**src/rtl/prio_intc.sv**
```systemverilog
module prio_intc #(
  parameter int AW = 8,
  parameter int DW = 32
) (
  input  logic          clk,
  input  logic          rst_n,
  input  logic [63:0]   src_i,
  input  logic [3:0]    mask_lvl_i,
  input  logic [AW-1:0] addr_i,
  input  logic          wr_en_i,
  input  logic [DW-1:0] wdata_i,
  output logic [DW-1:0] rdata_o,
  output logic          line_mode_o,
  output logic          irq_o,
  output logic [3:0]    irq_lvl_o,
  output logic [11:0]   irq_code_o
);
  localparam int NS = 64;

  logic [NS-1:0] en_q, src_q, req;
  logic [3:0]    pri_q [NS];
  logic [6:0]    vec   [NS];
  logic          mode_q;
  logic [3:0]    best_p;
  logic [6:0]    best_v;

  wire [4:0] widx = addr_i[7:3];
  wire       wr   = wr_en_i && (addr_i[2:0] == 3'b000);

  function automatic logic [6:0] vec_of(input int i);
    if (i <= 3)               return 7'(8'h12 + 3 * i);
    if (i >= 4  && i <= 7)    return 7'(8'h40 + i - 4);
    if (i >= 12 && i <= 17)   return 7'(8'h50 + i - 12);
    if (i >= 18 && i <= 22)   return 7'(8'h32 + i - 18);
    if (i >= 32 && i <= 38)   return 7'(8'h20 + i - 32);
    if (i >= 39 && i <= 42)   return 7'(8'h38 + i - 39);
    if (i == 63)              return 7'h2B;
    return 7'h00;
  endfunction

  for (genvar g = 0; g < NS; g++) begin : g_src
    assign vec[g] = vec_of(g);
    assign req[g] = src_q[g] && en_q[g] && (pri_q[g] != 4'd0) && (vec[g] != 7'd0);
  end

  always_ff @(posedge clk) begin
    if (!rst_n) begin
      en_q   <= '0;
      src_q  <= '0;
      mode_q <= 1'b0;
      for (int i = 0; i < NS; i++) pri_q[i] <= 4'd0;
    end else begin
      src_q <= src_i;
      if (wr) begin
        case (widx)
          5'd0:  if (wdata_i[0]) mode_q <= 1'b1;
          5'd1:  if (wdata_i[0]) mode_q <= 1'b0;
          5'd14: en_q[31:0]  <= en_q[31:0]  | wdata_i;
          5'd15: en_q[63:32] <= en_q[63:32] | wdata_i;
          5'd16: en_q[31:0]  <= en_q[31:0]  & ~wdata_i;
          5'd17: en_q[63:32] <= en_q[63:32] & ~wdata_i;
          default: ;
        endcase
      end
      for (int i = 0; i < NS; i++)
        if (wr && widx == 5'(2 + i / 8)) pri_q[i] <= wdata_i[4*(i%8) +: 4];
    end
  end

  always_comb begin
    best_p = 4'd0;
    best_v = 7'd0;
    for (int i = NS - 1; i >= 0; i--)
      if (req[i] && pri_q[i] >= best_p) begin
        best_p = pri_q[i];
        best_v = vec[i];
      end
  end

  always_ff @(posedge clk) begin
    if (!rst_n) begin
      irq_o      <= 1'b0;
      irq_lvl_o  <= 4'd0;
      irq_code_o <= 12'd0;
    end else begin
      irq_o      <= best_p > mask_lvl_i;
      irq_lvl_o  <= best_p;
      irq_code_o <= {best_v, 5'b00000};
    end
  end

  always_comb begin
    rdata_o = '0;
    case (widx)
      5'd2, 5'd3, 5'd4, 5'd5, 5'd6, 5'd7, 5'd8, 5'd9:
        for (int j = 0; j < 8; j++) rdata_o[4*j +: 4] = pri_q[(int'(widx) - 2) * 8 + j];
      5'd10: rdata_o = src_q[31:0];
      5'd11: rdata_o = src_q[63:32];
      5'd12: rdata_o = req[31:0];
      5'd13: rdata_o = req[63:32];
      5'd14: rdata_o = en_q[31:0];
      5'd15: rdata_o = en_q[63:32];
      default: rdata_o = '0;
    endcase
  end

  assign line_mode_o = mode_q;


  irq_above_mask_chk: assert property (@(posedge clk) disable iff (!rst_n)
    irq_o |-> (irq_lvl_o > $past(mask_lvl_i)));


  irq_has_level_chk: assert property (@(posedge clk) disable iff (!rst_n)
    irq_o |-> (irq_lvl_o != 4'd0 && irq_code_o != 12'd0));


  enable_set_chk: assert property (@(posedge clk) disable iff (!rst_n)
    (wr && widx == 5'd14) |=> ((en_q[31:0] & $past(wdata_i)) == $past(wdata_i)));


  disable_clr_chk: assert property (@(posedge clk) disable iff (!rst_n)
    (wr && widx == 5'd17) |=> ((en_q[63:32] & $past(wdata_i)) == 32'd0));


  mode_set_chk: assert property (@(posedge clk) disable iff (!rst_n)
    (wr && widx == 5'd0 && wdata_i[0]) |=> line_mode_o);
endmodule

```
**config.mk**
```make
export PLATFORM = sky130hd
export DESIGN_NAME = prio_intc
export DESIGN_NICKNAME = d
export VERILOG_FILES = /design/src/rtl/prio_intc.sv
export SDC_FILE = /design/constraint.sdc
export NUM_CORES = 1
export LEC_CHECK = 0
export ABC_CLOCK_PERIOD_IN_PS = 42600
export BUFFER_PORTS_ARGS = -buffer_cell sky130_fd_sc_hd__buf_2
export CAP_MARGIN = 20
export CORE_MARGIN = 1
export CORE_UTILIZATION = 30
export DETAILED_ROUTE_END_ITERATION = 10
export GPL_TIMING_DRIVEN = 0
export PLACE_DENSITY_LB_ADDON = 0.2
export SLEW_MARGIN = 0
export SYNTH_ARGS = -nofsm -noshare
export SYNTH_HDL_FRONTEND = slang
export SYNTH_SLANG_ARGS = --single-unit
```
**constraint.sdc**
```tcl
create_clock -name clk -period 42.6 [get_ports clk]
set_clock_uncertainty 0.1 [all_clocks]
set_input_delay 12.78 -clock clk [delete_from_list [all_inputs] [get_ports clk]]
set_output_delay 12.78 -clock clk [all_outputs]
set_load 0.03 [all_outputs]
```
* Yosys cells after proc, flatten, opt, wreduce, memory -nomap -nowiden
Memory sizes are Yosys's and may differ from the RTL's.
Cells that the tools add are included.
** Word-level totals
- Flip-flop bits (word level) :: 146
- Memory bits (writable) :: 256
- Bits of input ports :: 111
- Output and inout bits :: 50
- Word-level logic and storage cells :: 445
- Memories kept :: 1
** Memory list
- pri_q :: depth 64, width 4, rd ports 39, clocked after memory_dff 0, write ports 64, RTL line 21 : logic [3:0] pri_q [NS];
** Operators by class
- Add/subtract/negate cells :: 8
- Magnitude comparators :: 32
- Eq/ne operators :: 19
- Multiplexer cells :: 157
- Bitwise operators :: 70
- Reduce and logical (&&, ||, !) cells :: 146
** Operators by type and width (count)
- 4-bit two-way mux :: 95
- 32-bit case mux with 7 select lines :: 1
- 7-bit two-way mux :: 25
- 32-bit case mux with 2 select lines :: 2
- 4-bit nonzero test :: 31
- 4-bit greater-or-equal comparator :: 30
- 1-bit logical AND :: 102
- 32-bit bitwise AND :: 2
- 1-bit OR :: 64
- 32-bit OR :: 2
- 5-bit by 4-bit == test with 1-bit output (second input constant) :: 8
- 32-bit inverter :: 1
- 1-bit two-way mux :: 27
- 6-bit by 4-bit adder with 6-bit output (second input constant) :: 4
- 5-bit by 3-bit == test with 1-bit output (second input constant) :: 4
- 5-bit two-way mux :: 4
- 15-bit OR reduction :: 1
- 6-bit by 3-bit adder with 6-bit output (second input constant) :: 2
- 6-bit two-way mux :: 2
- 5-bit by 2-bit == test with 1-bit output (second input constant) :: 2
- 5-bit == test (second input constant) :: 2
- 8-bit OR reduction :: 1
- 6-bit by 2-bit adder with 6-bit output (second input constant) :: 1
- 2-bit nonzero test :: 3
- other kinds (14) :: 16

* Logic depth before layout (Yosys ltp)
Gate-level depths: netlist of run 1.
An unclocked memory read counts as a cell.
- Depth in word-level cells :: 96
- Mapped depth :: 244
- Mapped depth without buffers :: 240

* Worst setup path before layout of run 1
OpenSTA, ideal clock, no wires.
- Path kind :: register -> register
- Start point :: memory pri_q[63][0]
- End point :: register irq_o
- Library setup time :: 0.119 ns
- Data arrival time :: 47.049 ns
- Data required time :: 42.381 ns
- Setup slack :: -4.667 ns
- Cell stages (with the launch flop) :: 235
- Path buffers :: 5
- Period minus slack after synthesis :: 47.267 ns
- Cell sequence :: edfxtp_1 and3_1 ha_1 nor3b_1 o21ai_1 nand2_1 nand2_1 o21ai_0 ha_1 nand2b_1 a21o_1 and4_1 a21oi_1 and2_1 clkbuf_1 mux2_2 ha_1 nand2b_1 [... 199 more ...] a21oi_1 a22oi_2 and2_1 clkbuf_1 o21ai_1 ha_1 nand2b_1 a21o_1 a21o_1 a21oi_1 nand2b_1 clkbuf_1 and2_1 a21oi_1 ha_1 nand3_1 o22ai_1 o221a_2
** RTL lines
- from (decl) :: RTL line 21
- to (signal assigned) :: RTL line 86 : irq_o <= best_p > mask_lvl_i;
- to (decl) :: RTL line 14 : output logic irq_o,

==> results of run 1 <==
[how the worst max path moves through the flow]
stage                 start     to  slack (ps)
6_report       pri_q[63][1]  irq_o       -2160
5_1_grt        pri_q[63][3]  irq_o       -3690
4_1_cts        pri_q[63][3]  irq_o       -2240
3_5_place_dp   pri_q[63][2]  irq_o       -6460
3_3_place_gp   pri_q[63][2]  irq_o       -6010
2_1_floorplan  pri_q[63][0]  irq_o        -480
[cell usage after synthesis (all sizes together) (7+ instances only)]
cell type,count
mux2,28
dfxtp,141
nand4,8
o211a,7
a22oi,40
nand3,42
and3,13
o21bai,8
o221ai,7
or4,12
nor2b,11
clkbuf,88
mux2i,46
inv,157
a31o,8
o21ai,77
o211ai,35
a211o,12
a21oi,140
a311oi,66
o21a,19
maj3,9
or3,7
o2111ai,13
mux4,64
buf,17
a22o,18
nor3,32
ha,77
nand2b,38
a211oi,15
or2,7
o31a,7
nor2,260
nor4,29
edfxtp,256
a21o,16
and2,91
nand2,154
o31ai,18
a31oi,34
a222oi,15
[worst reg2reg max path, delay by kind of cell, from the launching register on]
| kind | cells | cell delay [ps] |
|---|---|---|
| AO/OA/AOI/OAI | 91 | 16000 |
| adder cells (fa/ha/maj) | 39 | 10240 |
| buffers and inverters | 5 | 610 |
| flip-flops | 1 | 420 |
| multiplexers | 20 | 6770 |
| AND/OR/NAND/NOR | 70 | 10510 |
[report_power, final]
| part | internal [mW] | total [mW] | switching (mW) |
|---|---|---|---|
| clock | 0.257 | 0.440 | 0.183 |
| combinational | 0.0429 | 0.118 | 0.0750 |
| sequential | 0.430 | 0.452 | 0.0218 |
[repair_timing]
action,4_1_cts,5_1_grt
pin swaps,129,112
setup endpoints to repair,12,12
setup buffers,150,32
resized for setup,111,57
[layout make-up]
| cell class | instances | area [um^2] |
|---|---|---|
| multi-input combinational | 1573 | 13100 |
| timing repair buffer | 347 | 2400 |
| sequential | 397 | 10500 |
| tap | 969 | 1210 |
| clock buffer | 55 | 1260 |
| buffer | 102 | 430 |
| inverter | 157 | 589 |
| antenna | 2 | 5.00 |
| fill | 7274 | 45000 |
| clock inverter | 35 | 405 |
[cell families (layout without fill, tap and decap cells)]
family	Yosys count	count (layout)	synth area share [%]
AOI/OAI and AO/OA	608	608	19.5
adders and majority gates	86	86	4.60
and+or+nand+nor	735	735	15.8
other	1	7	0.0164
muxes	138	138	9.72
xor gates and xnor gates	1	1	0.0383
DFF	397	397	45.9
buffers and inverters	262	696	4.42
[metal layers]
metal | routed length, um | vias to the layer above | track usage (%)
met5 | 0 | - | 0
met4 | 4400 | 0 | 10.7
met3 | 9030 | 194 | 3.53
met2 | 48300 | 1127 | 42.5
met1 | 45000 | 10895 | 37.1
li1 | - | 9342 | -
[metrics by stage]
| step | utilization (%) | TNS [ps] | total power [mW] | std cells |
|---|---|---|---|---|
| 2_1_floorplan | - | -483 | 0.509 | 2232 |
| 3_3_place_gp | 34.4 | -64870 | 0.563 | 3355 |
| 3_5_place_dp | 34.8 | -70170 | 0.567 | 3367 |
| 4_1_cts | 39.3 | -21690 | 1.01 | 3606 |
| 5_1_grt | 40.0 | -38430 | 1.03 | 3635 |
| 6_report | 40.0 | -20120 | 1.01 | 3637 |
==> results by stage, run 1 <==
Outcome:
- The flow ran to the end, but the final reports show violations.
- The final reports fail on negative setup slack.

Worst setup path:
- Counting cells, the worst reg-to-reg path comes to 225.
- The startpoint identified for the worst register-to-register timing path is pri_q[63][1].
- The category of the worst setup path capture point is a register.
- The slack of the worst reg-to-reg path is -2160 ps.
- The end of the worst register-to-register path is irq_o.
- The cell type with the highest occurrence count on the critical path is ha_4.
- STA classifies the critical path startpoint as a register.
- On the critical path, the stage with the largest delay is an instance of or4_4.
- The cell family contributing the most delay on the critical path is compound AO/OA/AOI/OAI gates.
- Along the worst path, the maximum fanout reaches 8.
- The largest incremental delay on the critical path is 510 ps.
- The critical path buffer and inverter count is 5.
- The critical path depth in cells is 225.
- The data arrival time at the worst-slack endpoint is 45150 ps.
- The data required time of the worst path is 42990 ps.
- The worst setup path is of the reg -> reg kind.

Synthesis:
- The top cell type by area accounts for 33.6% of the synthesized area.
- Counting every instance in the synthesized netlist gives 2228.
- In this run, synthesis produced a sequential element count of 397.
- After synthesis, the cell types taking the most area are edfxtp_1 34%, dfxtp_1 12%, mux4_2 6.3%, nor2_1 4.3%, ha_1 4.2%.
- The number of enable flip-flop cells after synthesis is 256.
- The cell area that synthesis handed to floorplanning was approximately 23000 um^2.
- Counting flops with an async set or reset pin after synthesis yields a share of 0%.
- Among all flip-flop cells after synthesis, the most frequent one is edfxtp_1.
- The count of yosys warnings during synthesis is 0.
- The post-synthesis average cell area is a little over 10 um^2.
- The library cell with the largest summed area after synthesis is edfxtp_1.
- The sequential share of the synthesized area is 45.9%.
- The count of different cell masters after synthesis is 104.

Power:
- The worst-case vdd ir drop is 0.0276 mV.
- The power per cell area is about 34 nW/um^2.
- In this run the static leakage power is 11.3 nW.

STA:
- Setup slack on the critical path of the routed design comes to -2160 ps.
- The number of pins exceeding their max-slew limit in the final report came to 0.
- The final-report hold violation count was 0.
- In this run the tightest slew margin relative to its limit is 14.6%.
- Setup repair after global routing could not meet its margin everywhere.
- Hold timing on the final database bottoms out at a slack of 419 ps.
- For the pin with the worst max-slew slack, the measured transition is roughly 1300 ps.
- Setup violations remaining at the end of the flow were counted as 12.
- The timing-limited maximum frequency is approximately 0.022 GHz.
- The share of the clock period used by the worst path after layout is 105%.
- The routed design could run at a clock period as short as between 40000 and 50000 ps.

Clocking:
- The maximum buffer depth of the clock tree is 3.
- The count of H-tree levels built during CTS is 2.
- After clock tree synthesis, the flow added hold-fix buffers numbering 0.
- The CTS buffer count is 48.
- The insertion delay to the later sink of the worst-skew pair is slightly above 600 ps.
- After clock tree synthesis, the clock-pin slew on the worst setup and hold paths is roughly 60 ps.
- Counting every sink on the clock net gives 397.
- The clock tree root driver cell is clkbuf_16.
- The clock tree from TritonCTS is done.

Floorplanning:
- The initialized floorplan defines 100 standard-cell rows.
- The I/O pin count is ~160.
- The initial core utilization is 30.5%.
- The area enclosed by the die boundary is 77400 um^2.
- The die is 278 um wide.
- The standard cell core area is about 75000 um^2.
- The height of the die is 278 um.

Place:
- The count of buffers inserted at the top-level ports is 154.
- The weighted congestion at the end of routability-driven global placement is roughly 1.
- In this run the cell area measured after placement is 26100 um^2.
- The half-perimeter wire length after detailed placement is 81400 um.
- Before CTS, the worst setup slack after placement is -6460 ps.

Global routing:
- The final global-route overflow total is 0.
- The initial antenna violation count is 5.
- The first global-routing pass estimated ~150000 um of wire.
- Across every metal layer, demand over resource in global routing totals 26.9%.
- The pin count of the biggest net entering global routing is 32.
- The via count of the first global-routing pass was about 21000.

Route:
- After detailed routing, the average wire length per cell comes to 29.3 um.
- The detailed-routing iteration count for the pre-antenna-repair pass is 8.
- The routed layout has approximately 22000 vias.
- The final wirelength is 107000 um.
- The count of nets left with antenna violations once routing finished came out at 0.
- The detailed-route DRC error count is 0.
- Using the TritonRoute via totals, the vias-per-cell ratio works out to 5.93.
- In this run, the number of DRC markers left after iteration 0 of detailed routing was about 2400.

Cells and area:
- The share of final-layout standard cells stronger than drive strength 1 is 30.3%.
- The design area is 30000 um^2.
- In the final design database the tool counted 2814 nets.
- The area added between synthesis and finish is 30.9%.
- The top cell types in the final layout, fill and taps aside, are 256 x edfxtp_1, 250 x nor2_1, 178 x buf_4.
- The library cell used most frequently in the layout, excluding fill and tap cells, is edfxtp_1.

Hold path:
- The cell depth of the worst hold path is 2.
- In this run the worst hold path is classified as reg -> reg.

Flow run:
- The max-cap violation count is 0.
No activity file was read; power rests on OpenSTA's default activity.
==> inputs of run 2 (changes only) <==
--- a/config.mk
+++ b/config.mk
@@ -8,6 +8,7 @@
 export ABC_CLOCK_PERIOD_IN_PS = 42600
 export BUFFER_PORTS_ARGS = -buffer_cell sky130_fd_sc_hd__buf_2
 export CAP_MARGIN = 20
+export CORE_ASPECT_RATIO = 1.5
 export CORE_MARGIN = 1
 export CORE_UTILIZATION = 30
 export DETAILED_ROUTE_END_ITERATION = 10
==> results by stage, run 2 (synthesis results as in run 1) <==
Outcome:
- The run finished, with violations left.
- The final reports fail on negative setup slack.

Hold path:
- The class of the tightest hold or removal check is reg -> reg.

Cells and area:
- The share of final-layout standard cells stronger than drive strength 1 was 30.4% (+0.18 points).
- Leaving out fill and tap cells, the most frequent cell in the layout is edfxtp_1.
- Leaving out fill and tap cells, the most frequent cells in the layout are 256 x edfxtp_1, 246 x nor2_1, 178 x buf_4.
- The area added between synthesis and finish was 30.9% (about the same).
- The non-filler instance count after layout is 3662 (+0.69%).
- The net total in the final layout is 2811 (-0.11%).
- The core utilization of the finished layout is 39.8% (-0.14 points).

Clocking:
- The root buffer cell chosen for the clock tree is clkbuf_16.
- The maximum buffer depth of the clock tree is 3 (unchanged).
- The clock transition at the register clock pins on the worst setup and hold paths after CTS is 70 ps (about the same).
- The CTS buffer count was 42 (-13%).
- The count of H-tree levels built during CTS is 2 (unchanged).
- The clock tree from TritonCTS is done.
- The clock sink count is 397 (unchanged).
- The insertion delay to the later sink of the worst-skew pair is 620 ps (about the same).

Worst setup path:
- STA classifies the critical path endpoint as a register.
- The data arrival time at the worst-slack endpoint was 45180 ps (+30 ps).
- The worst setup path is launched from a register.
- The highest net fanout along the worst path came to 6 (-2).
- The largest incremental delay on the critical path is 520 ps (about the same).
- The data required time of the worst path was 43020 ps (+30 ps).
- The kind of critical path is reg -> reg.
- The slowest stage of the critical path is the or4_4 cell.
- The cell type with the highest occurrence count on the critical path is ha_4.

Power:
- The static power due to leakage is 11.2 nW (-0.76%).
- The worst-case vdd ir drop came to 0.0274 mV (-0.59%).
- The power per cell area is 31.7 nW/um^2 (-6.0%).

STA:
- The timing-limited maximum frequency was 0.0223 GHz (about the same).
- The transition time of the tightest slew-check pin was 1200 ps (-79.8 ps).
- The final-report hold violation count is 0 (unchanged).
- Setup repair after global routing could not meet its margin everywhere.
- The total negative setup slack came to -21490 ps (-1360 ps).
- The total setup violations reported at the end of the flow is 12 (unchanged).
- The share of the clock period used by the worst path after layout came to 105% (about the same).
- The setup slack after layout is -2160 ps (+0.560 ps).
- The relative slew slack is 19.1% (+4.6 points).
- The clock period minus worst slack is 44760 ps (-0.560 ps).
- The number of pins exceeding their max-slew limit in the final report is 0 (unchanged).

Floorplanning:
- The I/O pin count was 161 (unchanged).
- The initial core utilization is 30.4% (-0.13 points).
- The floorplan die width is 228 um (-18%).
- The height of the die is 340 um (+22%).
- The area enclosed by the die boundary came to 77400 um^2 (about the same).
- The standard cell core area is 75300 um^2 (+0.41%).
- The number of rows in the core area is 123 (+23%).

Route:
- The final wirelength is 108000 um (+1.2%).
- The via density per instance is 5.82 (-1.8%).
- The total via count in the routed design came to 21313 (-1.1%).
- The remaining number of nets flagged by the antenna check after routing is 0 (unchanged).
- The DRC marker count from the first detailed-route iteration is 2352 (-0.47%).
- The detailed-route DRC error count is 0 (unchanged).
- The detailed-routing iteration count for the pre-antenna-repair pass is 8 (unchanged).
- The average wire per standard cell is 29.5 um (+0.48%).

Global routing:
- The pin count of the biggest net entering global routing is 30 (-6.3%).
- The initial antenna violation count is 6 (+1).
- The total global-route track usage came to 27.6% (+0.75 points).
- The via count of the first global-routing pass is 21044 (+2.3%).
- The final global-route overflow total is 0 (unchanged).
- The first-pass GRT wire length is 151000 um (+1.1%).

Place:
- The worst slack at placement is -6640 ps (-181 ps).
- The half-perimeter wire length after detailed placement came to 84500 um (+3.7%).
- The count of buffers inserted at the top-level ports came to 154 (unchanged).
- The weighted congestion at the end of routability-driven global placement is 0.972 (-1.9%).
- The cell count after placement is 3398 (+0.92%).

Flow run:
- The max-cap violation count was 0 (unchanged).
-- run 2: changes by cell type in the layout (fill, tap and decap cells not counted), moves of 5 or more --
cell,change
clkinv_2,-5
nand2_1,-7
a31oi_2,-5
clkinv_1,-5
clkbuf_1,+11
clkbuf_16,-5
bufinv_16,-5
-- run 2: timing repair --
item                                    CTS  global route
endpoints found under the setup margin   12            12
pin swaps                               135           110
setup buffers                           148            36
gates resized for setup                 140            70
hold buffers                              0             0
-- run 2: critical path: cells and delay by family, from the launching register on --
| kind | cells | cell delay (ps) |
|---|---|---|
| compound gates | 95 | 16500 |
| simple gates | 71 | 10370 |
| fa+ha+maj | 39 | 10000 |
| mux | 19 | 6280 |
| buf+inv | 6 | 870 |
| flops | 1 | 430 |
-- run 2: area by class of cell --
cell class              count  area (um^2)
diodes                      5         12.5
plain buffers             102          440
clock buffers              62         1180
clock inverters            16          190
fillers                  7257        45300
inverters                 157          589
multi-input cells        1573        13400
flip-flops and latches    397        10500
well taps                1000         1250
repair buffers            350         2450
-- run 2: worst paths after layout --
| check | from | slack (ps) | to | cells after the start |
|---|---|---|---|---|
| max | pri_q[63][3] | -2160 | irq_o | 230 |
| min reg2reg | register | 420 | register | 2 |
| max reg2reg | pri_q[63][3] | -2160 | irq_o | 230 |
| min | register | 420 | register | 2 |
-- run 2: routing by layer --
metal	share of wire (%)	GRT usage (%)
met3	6.0	3.83
met4	9.6	21.9
met5	0.023	0
met1	35	30.1
met2	49	47.5
-- run 2: report_power, final --
part	total, mW	switching, mW	internal, mW
logic	0.121	0.0777	0.0434
registers	0.452	0.0218	0.430
clock network	0.377	0.170	0.207
total	0.950	0.270	0.680
-- run 2: through the flow --
step	total power, mW	hold WS [ps]	instance area [um^2]
finish	0.950	416	30000
global placement	0.565	400	25800
detailed placement	0.569	410	26100
floorplan	0.509	392	23800
global route	0.972	433	30000
CTS	0.949	417	29300
